$ cat src/rtl/dbglink_pkg.sv
package dbglink_pkg;
  localparam int unsigned OVS        = 16;
  localparam int unsigned START_MID  = OVS / 2 - 1;
  localparam int unsigned CNT_W      = 6;
  localparam int unsigned WR_BIT     = 7;
  localparam int unsigned ADDR_STEP  = 4;

  typedef enum logic [2:0] {
    E_CTRL, E_ADDR, E_WDATA, E_BUS, E_RESP
  } eng_state_t;

  typedef enum logic [1:0] {
    RX_IDLE, RX_START, RX_DATA, RX_STOP
  } rx_state_t;
endpackage

$ cat src/rtl/dbglink_baud.sv
module dbglink_baud #(
  parameter int unsigned DIV = 27
) (
  input  logic clk,
  input  logic rst_n,
  output logic tick
);
  localparam int unsigned CW = (DIV > 1) ? $clog2(DIV) : 1;
  localparam logic [CW-1:0] LAST = CW'(DIV - 1);

  logic [CW-1:0] cnt_q, cnt_d;
  logic          tick_d;

  always_comb begin
    if (cnt_q == LAST) begin
      cnt_d  = '0;
      tick_d = 1'b1;
    end else begin
      cnt_d  = cnt_q + 1'b1;
      tick_d = 1'b0;
    end
  end

  always_ff @(posedge clk or negedge rst_n) begin
    if (!rst_n) begin
      cnt_q <= '0;
      tick  <= 1'b0;
    end else begin
      cnt_q <= cnt_d;
      tick  <= tick_d;
    end
  end

  generate
    if (DIV > 1) begin : g_gap

      tick_gap_chk: assert property (@(posedge clk) disable iff (!rst_n)
        tick |=> !tick);
    end
  endgenerate
endmodule

$ cat src/rtl/dbglink_rx.sv
module dbglink_rx
  import dbglink_pkg::*;
(
  input  logic       clk,
  input  logic       rst_n,
  input  logic       tick,
  input  logic       rxd,
  output logic       valid,
  output logic [7:0] data
);
  localparam logic [3:0] T_LAST = 4'(OVS - 1);
  localparam logic [3:0] T_MID  = 4'(START_MID);

  logic       s1_q, s2_q;
  rx_state_t  st_q, st_d;
  logic [3:0] cnt_q, cnt_d;
  logic [2:0] bit_q, bit_d;
  logic [7:0] sh_q, sh_d;
  logic       valid_d;

  always_comb begin
    st_d    = st_q;
    cnt_d   = cnt_q;
    bit_d   = bit_q;
    sh_d    = sh_q;
    valid_d = 1'b0;
    if (tick) begin
      case (st_q)
        RX_IDLE: if (!s2_q) begin
          st_d  = RX_START;
          cnt_d = '0;
        end
        RX_START: if (cnt_q == T_MID) begin
          cnt_d = '0;
          bit_d = '0;
          st_d  = s2_q ? RX_IDLE : RX_DATA;
        end else begin
          cnt_d = cnt_q + 1'b1;
        end
        RX_DATA: if (cnt_q == T_LAST) begin
          cnt_d = '0;
          sh_d  = {s2_q, sh_q[7:1]};
          bit_d = bit_q + 1'b1;
          if (bit_q == 3'd7) st_d = RX_STOP;
        end else begin
          cnt_d = cnt_q + 1'b1;
        end
        RX_STOP: if (cnt_q == T_LAST) begin
          valid_d = s2_q;
          st_d    = RX_IDLE;
          cnt_d   = '0;
        end else begin
          cnt_d = cnt_q + 1'b1;
        end
        default: st_d = RX_IDLE;
      endcase
    end
  end

  always_ff @(posedge clk or negedge rst_n) begin
    if (!rst_n) begin
      s1_q  <= 1'b1;
      s2_q  <= 1'b1;
      st_q  <= RX_IDLE;
      cnt_q <= '0;
      bit_q <= '0;
      sh_q  <= '0;
      valid <= 1'b0;
    end else begin
      s1_q  <= rxd;
      s2_q  <= s1_q;
      st_q  <= st_d;
      cnt_q <= cnt_d;
      bit_q <= bit_d;
      sh_q  <= sh_d;
      valid <= valid_d;
    end
  end

  assign data = sh_q;


  rx_pulse_chk: assert property (@(posedge clk) disable iff (!rst_n)
    valid |=> !valid);
endmodule

$ cat src/rtl/dbglink_tx.sv
module dbglink_tx
  import dbglink_pkg::*;
(
  input  logic       clk,
  input  logic       rst_n,
  input  logic       tick,
  input  logic       start,
  input  logic [7:0] data,
  output logic       ready,
  output logic       txd
);
  localparam logic [3:0] T_LAST = 4'(OVS - 1);

  logic       act_q, act_d;
  logic [8:0] sh_q, sh_d;
  logic [3:0] bit_q, bit_d;
  logic [3:0] cnt_q, cnt_d;
  logic       txd_d;

  always_comb begin
    act_d = act_q;
    sh_d  = sh_q;
    bit_d = bit_q;
    cnt_d = cnt_q;
    txd_d = txd;
    if (!act_q) begin
      if (start) begin
        act_d = 1'b1;
        sh_d  = {1'b1, data};
        bit_d = '0;
        cnt_d = '0;
        txd_d = 1'b0;
      end
    end else if (tick) begin
      if (cnt_q == T_LAST) begin
        cnt_d = '0;
        if (bit_q == 4'd9) begin
          act_d = 1'b0;
          txd_d = 1'b1;
        end else begin
          txd_d = sh_q[0];
          sh_d  = {1'b1, sh_q[8:1]};
          bit_d = bit_q + 1'b1;
        end
      end else begin
        cnt_d = cnt_q + 1'b1;
      end
    end
  end

  always_ff @(posedge clk or negedge rst_n) begin
    if (!rst_n) begin
      act_q <= 1'b0;
      sh_q  <= '1;
      bit_q <= '0;
      cnt_q <= '0;
      txd   <= 1'b1;
    end else begin
      act_q <= act_d;
      sh_q  <= sh_d;
      bit_q <= bit_d;
      cnt_q <= cnt_d;
      txd   <= txd_d;
    end
  end

  assign ready = !act_q;


  tx_idle_high_chk: assert property (@(posedge clk) disable iff (!rst_n)
    !act_q |-> txd);
endmodule

$ cat src/rtl/dbglink_engine.sv
module dbglink_engine
  import dbglink_pkg::*;
#(
  parameter int unsigned DATA_W = 32
) (
  input  logic              clk,
  input  logic              rst_n,
  input  logic              rx_valid,
  input  logic [7:0]        rx_byte,
  input  logic              tx_ready,
  output logic              tx_start,
  output logic [7:0]        tx_byte,
  output logic              bus_req,
  input  logic              bus_gnt,
  output logic [DATA_W-1:0] bus_addr,
  output logic              bus_we,
  output logic [DATA_W-1:0] bus_wdata,
  input  logic [DATA_W-1:0] bus_rdata,
  input  logic              bus_rdy
);
  localparam int unsigned NBYTES = DATA_W / 8;
  localparam int unsigned IDX_W  = (NBYTES > 1) ? $clog2(NBYTES) : 1;
  localparam logic [IDX_W-1:0] IDX_LAST = IDX_W'(NBYTES - 1);
  localparam logic [DATA_W-1:0] STEP = DATA_W'(ADDR_STEP);

  eng_state_t        st_q, st_d;
  logic [IDX_W-1:0]  idx_q, idx_d;
  logic              wr_q, wr_d;
  logic              last_q, last_d;
  logic [CNT_W-1:0]  left_q, left_d;
  logic [DATA_W-1:0] addr_q, addr_d;
  logic [DATA_W-1:0] data_q, data_d;
  logic              done;

  assign done = bus_gnt && bus_rdy;

  always_comb begin
    st_d     = st_q;
    idx_d    = idx_q;
    wr_d     = wr_q;
    last_d   = last_q;
    left_d   = left_q;
    addr_d   = addr_q;
    data_d   = data_q;
    tx_start = 1'b0;
    case (st_q)
      E_CTRL: if (rx_valid) begin
        wr_d   = rx_byte[WR_BIT];
        left_d = rx_byte[CNT_W-1:0];
        idx_d  = '0;
        st_d   = E_ADDR;
      end
      E_ADDR: if (rx_valid) begin
        addr_d = {addr_q[DATA_W-9:0], rx_byte};
        idx_d  = idx_q + 1'b1;
        if (idx_q == IDX_LAST) begin
          idx_d = '0;
          st_d  = wr_q ? E_WDATA : E_BUS;
        end
      end
      E_WDATA: if (rx_valid) begin
        data_d = {data_q[DATA_W-9:0], rx_byte};
        idx_d  = idx_q + 1'b1;
        if (idx_q == IDX_LAST) begin
          idx_d = '0;
          st_d  = E_BUS;
        end
      end
      E_BUS: if (done) begin
        last_d = (left_q == '0);
        if (!wr_q) data_d = bus_rdata;
        if (left_q != '0) begin
          left_d = left_q - 1'b1;
          addr_d = addr_q + STEP;
        end
        idx_d = '0;
        if (wr_q) st_d = (left_q == '0) ? E_CTRL : E_WDATA;
        else      st_d = E_RESP;
      end
      E_RESP: if (tx_ready) begin
        tx_start = 1'b1;
        data_d   = {data_q[DATA_W-9:0], 8'h00};
        idx_d    = idx_q + 1'b1;
        if (idx_q == IDX_LAST) begin
          idx_d = '0;
          st_d  = last_q ? E_CTRL : E_BUS;
        end
      end
      default: st_d = E_CTRL;
    endcase
  end

  always_ff @(posedge clk or negedge rst_n) begin
    if (!rst_n) begin
      st_q   <= E_CTRL;
      idx_q  <= '0;
      wr_q   <= 1'b0;
      last_q <= 1'b0;
      left_q <= '0;
      addr_q <= '0;
      data_q <= '0;
    end else begin
      st_q   <= st_d;
      idx_q  <= idx_d;
      wr_q   <= wr_d;
      last_q <= last_d;
      left_q <= left_d;
      addr_q <= addr_d;
      data_q <= data_d;
    end
  end

  assign bus_req   = (st_q == E_BUS);
  assign bus_we    = wr_q;
  assign bus_addr  = addr_q;
  assign bus_wdata = data_q;
  assign tx_byte   = data_q[DATA_W-1:DATA_W-8];


  req_hold_chk: assert property (@(posedge clk) disable iff (!rst_n)
    (bus_req && !done) |=> (bus_req && $stable(bus_addr) &&
                            $stable(bus_wdata) && $stable(bus_we)));


  addr_step_chk: assert property (@(posedge clk) disable iff (!rst_n)
    (bus_req && done && left_q != '0) |=> (bus_addr == $past(bus_addr) + STEP));


  write_silent_chk: assert property (@(posedge clk) disable iff (!rst_n)
    tx_start |-> !wr_q);
endmodule

$ cat src/rtl/dbglink_master.sv
module dbglink_master #(
  parameter int unsigned TICK_DIV = 27,
  parameter int unsigned DATA_W   = 32
) (
  input  logic              clk,
  input  logic              rst_n,
  input  logic              ser_rx,
  output logic              ser_tx,
  output logic              bus_req,
  input  logic              bus_gnt,
  output logic [DATA_W-1:0] bus_addr,
  output logic              bus_we,
  output logic [DATA_W-1:0] bus_wdata,
  input  logic [DATA_W-1:0] bus_rdata,
  input  logic              bus_rdy
);
  logic       rst_a_q, rst_b_q;
  logic       tick;
  logic       rx_valid;
  logic [7:0] rx_byte;
  logic       tx_ready, tx_start;
  logic [7:0] tx_byte;

  always_ff @(posedge clk or negedge rst_n) begin
    if (!rst_n) begin
      rst_a_q <= 1'b0;
      rst_b_q <= 1'b0;
    end else begin
      rst_a_q <= 1'b1;
      rst_b_q <= rst_a_q;
    end
  end

  dbglink_baud #(.DIV(TICK_DIV)) u_baud (
    .clk(clk), .rst_n(rst_b_q), .tick(tick)
  );

  dbglink_rx u_rx (
    .clk(clk), .rst_n(rst_b_q), .tick(tick), .rxd(ser_rx),
    .valid(rx_valid), .data(rx_byte)
  );

  dbglink_tx u_tx (
    .clk(clk), .rst_n(rst_b_q), .tick(tick), .start(tx_start),
    .data(tx_byte), .ready(tx_ready), .txd(ser_tx)
  );

  dbglink_engine #(.DATA_W(DATA_W)) u_eng (
    .clk(clk), .rst_n(rst_b_q),
    .rx_valid(rx_valid), .rx_byte(rx_byte),
    .tx_ready(tx_ready), .tx_start(tx_start), .tx_byte(tx_byte),
    .bus_req(bus_req), .bus_gnt(bus_gnt), .bus_addr(bus_addr),
    .bus_we(bus_we), .bus_wdata(bus_wdata), .bus_rdata(bus_rdata),
    .bus_rdy(bus_rdy)
  );
endmodule

$ cat config.mk
export PLATFORM = sky130hd
export DESIGN_NAME = dbglink_master
export DESIGN_NICKNAME = d
export VERILOG_FILES = /design/src/rtl/dbglink_pkg.sv /design/src/rtl/dbglink_baud.sv /design/src/rtl/dbglink_rx.sv /design/src/rtl/dbglink_tx.sv /design/src/rtl/dbglink_engine.sv /design/src/rtl/dbglink_master.sv
export SDC_FILE = /design/constraint.sdc
export NUM_CORES = 1
export LEC_CHECK = 0
export ABC_AREA = 1
export BUFFER_PORTS_ARGS = -buffer_cell sky130_fd_sc_hd__clkbuf_2
export CORE_AREA = 2 2 135 137
export DETAILED_ROUTE_END_ITERATION = 10
export DIE_AREA = 0 0 137 139
export PLACE_DENSITY_LB_ADDON = 0.1
export SYNTH_ARGS = -nofsm -noshare
export SYNTH_HDL_FRONTEND = slang
export SYNTH_SLANG_ARGS = --single-unit
$ cat constraint.sdc
create_clock -name clk -period 4.28 [get_ports clk]
set_input_delay 0.856 -clock clk [delete_from_list [all_inputs] [get_ports clk]]
set_output_delay 0.856 -clock clk [all_outputs]
set_load 0.1 [all_outputs]
==> results.toml, run 1 <==
[critical_path]
cp_common_cell = "nor2_1"
path_max_fanout = 45
rr_worst_depth = 8
worstPathCellList = "nand2_1 > clkinv_1 > nand2_2 > nor2_1 > nor2_4 > inv_2 > a21oi_1 > nor2_1"
worstPathArrival_ns = 3.04
path_depth = 8
r2r_end = "u_eng.bus_addr[16]"
cp_top_family = "simple AND/OR/NAND/NOR gates"
crit_buf_inv = 2
end_kind = "register"
crit_type = "register to register"
slowest_delay_ns = 0.64
r2r_start = "u_eng.st_q[1]"
rrSetupSlack_ns = 1.54
slowest_stage = "nand2_2"
crit_required_ns = 4.59
cp-start-kind = "register"

[grt]
gr-total-overflow = 0
antenna_found_initial = 0
grt_use_met3_pct = 4.68
grt-busiest-layer = "met2"
grt_start_max_net_pins = 91
grt_pass1_wl_um = 30600
met2_usage_pct = 31.3
grt_pass1_vias = 5989
use_met1_pct = 28.2
grtUsageTotal_pct = 20.2

[logic_synthesis]
synth-seq-cells = 123
syn_area_sq_um = 6940
seq_area_frac_synth_pct = 44.6
synth_top_area_share_pct = 40.4
synthArstFlopShare_pct = 100
synth_edf_count = 0
synth_warnings = 0
synth_ff_type = "dfrtp_1"
netlist_top_cells_area = "dfrtp_1 (40%), nand2_1 (20%), nor2_1 (6.7%)"
synth.distinct_cells = 38
syn_inst = 981
syn_nets = 1035
synth_top_area_cell = "dfrtp_1"
avgSynthCellArea_sq_um = 7.07

[hold_path]
min_path_type = "primary input to asynchronous set/reset pin"

[die]
die_h_um = 139
start_util_pct = 39.3
rows = 49
ios = 104
core_area_sq_um = 17700
die-area_sq_um = 19000
die_w_um = 137

[clock_tree]
post-cts-setup-buffers = 0
cts_buffer_depth = 2
clk_pin_slew_ns = 0.06
ctsHoldBuffers = 0
h-tree-depth = 4
insertion_delay_ns = 0.43
cts-buffers-inserted = 17
cts_tree = "done"
cts.repair.resized = 0
cts_root_buf = "clkbuf_16"
clock_sinks = 123

[cells_and_area]
fill_cells = 1853
nets = 1128
diodes = 0
stdcell_count = 1316
drive_gt1_share_pct = 15.7
area_growth_pct = 17.8
post-route-util_pct = 46.3

[drt]
wire_per_inst_um = 14.1
finalWirelength_um = 18600
viasPerCell = 4.91
drt_first_iter_violations = 422
drc = 0
firstDrtPassIters = 5
dr_total_vias = 6457
ant_nets = 0

[timing]
finClkSkew_ns = 0.0126
setup_viol = 0
finalHoldViolCount = 0
finalMaxSlewViolations = 0
worst_slew_pin_slew_ns = 0.997
fmax_mhz = 366
slew_headroom_pct = 33.5
timing.final.crit_period_ns = 2.74
rsz0062_at_grt = "false"
fin_tns_setup_ns = 0
period_share_pct = 63.9
setup_slack_ns = 1.54

[power]
ir_drop_mv = 0.268
finalPower_w = 0.00258
power.density_nw_per_um2 = 316
leakagePower_nw = 3.92

[run_status]
status = "finished, final reports clean"

[placement]
dp.cells = 1284
pre_cts_ws_ns = 1.52
gp_congestion = 0.831
place.detailed.hpwl_um = 13400
io_buffers = 103

[run]
timing.max_cap.violations = 0
## synth_stat cells (3+ instances only)
cell type	instances
nand3_1	82
clkbuf_1	12
o211ai_1	4
o21ai_0	64
ha_1	17
or2_2	5
o21a_1	11
buf_2	19
nand2_1	376
inv_1	66
nor2_2	4
dfstp_2	11
o21ai_1	3
a31oi_1	4
nand4_1	8
nor2_1	124
inv_2	3
xor2_1	7
a21oi_1	19
dfrtp_1	112
nor3_1	7
## report_power, final
| part | internal (W) | switching [W] | total [W] |
|---|---|---|---|
| Clock | 0.000749 | 0.000579 | 0.00133 |
| Sequential | 0.00117 | 0.0000198 | 0.00119 |
| Combinational | 0.0000197 | 0.0000429 | 0.0000625 |
## cells by family after synthesis
| kind of cell | after synthesis | share of synthesized area (%) |
|---|---|---|
| other | 1 | 0.0541 |
| adder cells (fa/ha/maj) | 17 | 3.07 |
| flip-flops | 123 | 44.6 |
| XOR/XNOR | 9 | 1.14 |
| buffers and inverters | 106 | 6.30 |
| multiplexers | 1 | 0.144 |
| AO/OA/AOI/OAI | 110 | 8.77 |
| AND/OR/NAND/NOR | 614 | 36.0 |
## state kept, by name, summed over array words and instances, names as in the netlist, 2 cells and up, named ones only
register	cells
u_eng.bus_addr	32
u_rx.data	8
u_rx.cnt_q	4
u_tx.sh_q	8
u_eng.st_q	3
u_tx.bit_q	4
u_baud.cnt_q	5
u_eng.idx_q	2
u_rx.bit_q	3
u_tx.cnt_q	4
u_eng.left_q	6
u_eng.bus_wdata	32
## metal layers
layer,share of wire [%],vias to the layer above
li1,-,3307
met1,48,2990
met2,46,138
met3,4.4,22
met4,1.5,0
met5,0,-
## worst max path at each step
stage / from / slack, ns / endpoint
floorplan: rst_b_q / 0.62 / asynchronous set/reset pin
global placement: u_eng.st_q[2] / 1.56 / u_eng.bus_addr[11]
detailed placement: u_eng.st_q[0] / 1.52 / u_eng.bus_addr[16]
CTS: u_eng.st_q[0] / 1.51 / u_eng.bus_addr[16]
global route: u_eng.st_q[2] / 1.22 / u_eng.bus_addr[14]
finish: u_eng.st_q[1] / 1.54 / u_eng.bus_addr[16]
## layout make-up
type | instances | area [sq um] | area share (%)
inverters | 71 | 267 | 3.26
clock inverters | 14 | 114 | 1.39
multi-input cells | 752 | 3410 | 41.8
well taps | 229 | 287 | 3.51
flip-flops and latches | 123 | 3100 | 37.9
repair buffers | 109 | 561 | 6.86
clock buffers | 18 | 429 | 5.26
## stage by stage
| stage | area (sq um) | hold slack (ns) |
|---|---|---|
| 2_1_floorplan | 6940 | 0.331 |
| 3_3_place_gp | 7620 | 0.335 |
| 3_5_place_dp | 7620 | 0.347 |
| 4_1_cts | 8170 | 0.185 |
| 5_1_grt | 8170 | 0.180 |
| 6_report | 8170 | 0.199 |
## layout by cell type (no fill, tap or decap), types with 2 or more instances in the layout
cell type and instances:
a21oi_1 19, a31oi_1 4, buf_4 6, clkbuf_16 17, clkbuf_2 103, clkinv_1 2
clkinv_4 4, clkinvlp_4 4, dfrtp_1 111, dfstp_2 11, ha_1 17, inv_1 66
inv_2 3, inv_6 5, nand2_1 376, nand2_2 2, nand3_1 82, nand4_1 8
nor2_1 123, nor2_2 4, nor2_4 3, nor3_1 7, o211ai_1 4, o21a_1 11
o21ai_0 64, o21ai_1 3, o21bai_1 2, or2_2 5, xnor2_1 2, xor2_1 7
Note: power is estimated with default switching activity, not from simulation.
==> run 2, diff against run 1 <==
--- a/config.mk
+++ b/config.mk
@@ -5,11 +5,11 @@
 export SDC_FILE = /design/constraint.sdc
 export NUM_CORES = 1
 export LEC_CHECK = 0
-export ABC_AREA = 1
+export ABC_AREA = 0
 export BUFFER_PORTS_ARGS = -buffer_cell sky130_fd_sc_hd__clkbuf_2
-export CORE_AREA = 2 2 135 137
+export CORE_AREA = 2 2 131 133
 export DETAILED_ROUTE_END_ITERATION = 10
-export DIE_AREA = 0 0 137 139
+export DIE_AREA = 0 0 133 135
 export PLACE_DENSITY_LB_ADDON = 0.1
 export SYNTH_ARGS = -nofsm -noshare
 export SYNTH_HDL_FRONTEND = slang
==> constraint.sdc (replaced) <==
create_clock -name clk -period 2.7 [get_ports clk]
set_input_delay 0.54 -clock clk [delete_from_list [all_inputs] [get_ports clk]]
set_output_delay 0.54 -clock clk [all_outputs]
set_load 0.1 [all_outputs]
==> run 2 against run 1 <==
Core utilization increased by 2.3 points. Total power increased by 67%. Non-clock buffer count increased by 15. Synthesized area decreased by 6.2%. Combinational power increased by 21%. Flip-flop and latch count unchanged. Largest power group unchanged.
==> results.toml, run 2 <==
[critical_path]
end_kind = "output pin"
r2r_start = "u_eng.bus_addr[7]"
worstPathArrival_ns = 1.94
rr_worst_depth = 5
rrSetupSlack_ns = 0.44
path_max_fanout = 27
cp-start-kind = "register"
r2r_end = "u_eng.bus_addr[25]"
crit_required_ns = 2.16
crit_type = "register to output pin"

[clock_tree]
cts_tree = "done"
cts_buffer_depth = 2
cts_root_buf = "clkbuf_16"
h-tree-depth = 4
post-cts-setup-buffers = 0
cts-buffers-inserted = 17
insertion_delay_ns = 0.41
clock_sinks = 123
clk_pin_slew_ns = 0.05

[die]
rows = 47
die-area_sq_um = 18000
start_util_pct = 39.7
core_area_sq_um = 16400
die_h_um = 135
die_w_um = 133
ios = 104

[logic_synthesis]
synth_common_cells = "dfrtp_1 (112), nand2_1 (87), o21ai_0 (80)"
syn_area_sq_um = 6510
seq_area_frac_synth_pct = 47.5
synth_ff_type = "dfrtp_1"
synth_top_area_share_pct = 43.1
synth.distinct_cells = 67
syn_inst = 689
syn_nets = 743
synth_top_area_cell = "dfrtp_1"
netlist_top_cells_area = "dfrtp_1 (43%), o21ai_0 (6.2%), mux2i_1 (5.4%)"
avgSynthCellArea_sq_um = 9.45
synth-seq-cells = 123
synth_most_common_cell = "dfrtp_1"
synth_warnings = 0
synth_edf_count = 0
synthArstFlopShare_pct = 100

[cells_and_area]
area_growth_pct = 22.4
fin_area_sq_um = 7970
nets = 848
diodes = 0
drive_gt1_share_pct = 24.0
fill_cells = 1556
final_common_cell = "dfrtp_1"
final_cell_mix = "dfrtp_1 (111), clkbuf_2 (102), nand2_1 (87)"

[drt]
finalWirelength_um = 17300
wire_per_inst_um = 16.8
firstDrtPassIters = 6
drt_first_iter_violations = 364
viasPerCell = 5.54
drc = 0
ant_nets = 0
dr_total_vias = 5690

[timing]
period_share_pct = 91.9
fin_tns_setup_ns = 0
fmax_mhz = 403
slew_headroom_pct = 61.8
finalMaxSlewViolations = 0
timing.final.crit_period_ns = 2.48
worst_slew_pin_slew_ns = 0.576
finClkSkew_ns = 0.00555
finalHoldViolCount = 0
rsz0062_at_grt = "false"
setup_viol = 0

[grt]
grt_pass1_vias = 5417
antenna_found_initial = 0
grt_start_max_net_pins = 66
grt_pass1_wl_um = 28400
gr-total-overflow = 0
grtUsageTotal_pct = 19.9

[power]
clkPwrFrac_pct = 54.9
p_comb_share_pct = 1.8
ir_drop_mv = 0.427
seq_power_share_pct = 43.3
p_sw_w = 0.000872
power.density_nw_per_um2 = 540
leakagePower_nw = 3.54
p_sw_share_pct = 20.3
internal-power_w = 0.00343

[run_status]
status = "finished, final reports clean"

[hold_path]
hold_end = "u_rx.s1_q"
holdPathStages = 1
worstHoldStart = "ser_rx"
min_path_type = "primary input to register"

[placement]
place_area_sq_um = 7350
io_buffers = 103
gp_congestion = 0.867
place.detailed.hpwl_um = 12200

[run]
timing.max_cap.violations = 0
[run 2: metal layers]
metal	up-vias	part of all wire, %	track usage [%]
met2	168	48	33.0
li1	2751	-	-
met5	-	0	0
met1	2746	46	25.9
met4	0	1.6	6.21
met3	25	4.4	4.58
[run 2: worst max path at each step]
stage                 startpoint  depth (start not counted)                  to  slack [ns]
4_1_cts            u_eng.st_q[2]                          3             bus_req        0.22
6_report           u_eng.st_q[1]                          3             bus_req        0.22
2_1_floorplan  u_eng.bus_addr[7]                          6  u_eng.bus_addr[25]        0.04
3_5_place_dp             bus_rdy                          7  u_eng.bus_addr[27]        0.50
3_3_place_gp   u_eng.bus_addr[7]                          5  u_eng.bus_addr[25]        0.50
5_1_grt            u_eng.st_q[1]                          3             bus_req        0.09
[run 2: power groups by stage]
stage / registers, W / logic [W] / clock network [W]
6_report: 0.00186 / 0.0000758 / 0.00236
4_1_cts: 0.00186 / 0.0000796 / 0.00241
5_1_grt: 0.00186 / 0.0000872 / 0.00250
2_1_floorplan: 0.00191 / 0.0000116 / 0
3_3_place_gp: 0.00189 / 0.0000775 / 0
3_5_place_dp: 0.00189 / 0.0000784 / 0
[run 2: layout make-up]
| type | instances | area, sq um | area share (%) |
|---|---|---|---|
| clock inverters | 7 | 113 | 1.41 |
| repair buffers | 124 | 728 | 9.14 |
| well taps | 220 | 275 | 3.46 |
| multi-input cells | 515 | 3210 | 40.3 |
| inverters | 13 | 50.0 | 0.628 |
| flip-flops and latches | 123 | 3100 | 38.9 |
| clock buffers | 25 | 495 | 6.22 |
[run 2: cell families (layout without fill, tap and decap cells)]
| kind of cell | after synthesis | count (layout) | share of synthesized area (%) |
|---|---|---|---|
| buffers and inverters | 51 | 169 | 3.38 |
| AND/OR/NAND/NOR | 246 | 246 | 18.9 |
| other | 1 | 1 | 0.0576 |
| AO/OA/AOI/OAI | 204 | 204 | 19.6 |
| XOR/XNOR | 3 | 3 | 0.404 |
| adder cells (fa/ha/maj) | 17 | 17 | 3.27 |
| flip-flops | 123 | 123 | 47.5 |
| multiplexers | 44 | 44 | 6.94 |
[run 2: timing repair]
item / 4_1_cts / 5_1_grt
endpoints found under the setup margin: 0 / 0
hold buffers: 1 / 0
resized for setup: 0 / 0
endpoints found under the hold margin: 2 / 0
[run 2: worst max-delay path: stages, from the launching register on]
cell,delay (ns)
dfrtp_1,0.54
nand3b_1,0.26
clkinv_2,0.40
buf_12,0.32
[run 2: through the flow]
step | setup slack [ns] | std cells | total power, W | utilization, % | hold slack (ns)
after floorplan | 0.0353 | 689 | 0.00192 | - | 0.244
after global placement | 0.499 | 994 | 0.00197 | 44.8 | 0.244
after detailed placement | 0.501 | 994 | 0.00197 | 44.8 | 0.244
after CTS | 0.221 | 1027 | 0.00435 | 48.5 | 0.191
after global routing | 0.0872 | 1027 | 0.00445 | 48.5 | 0.193
final | 0.219 | 1027 | 0.00430 | 48.5 | 0.212
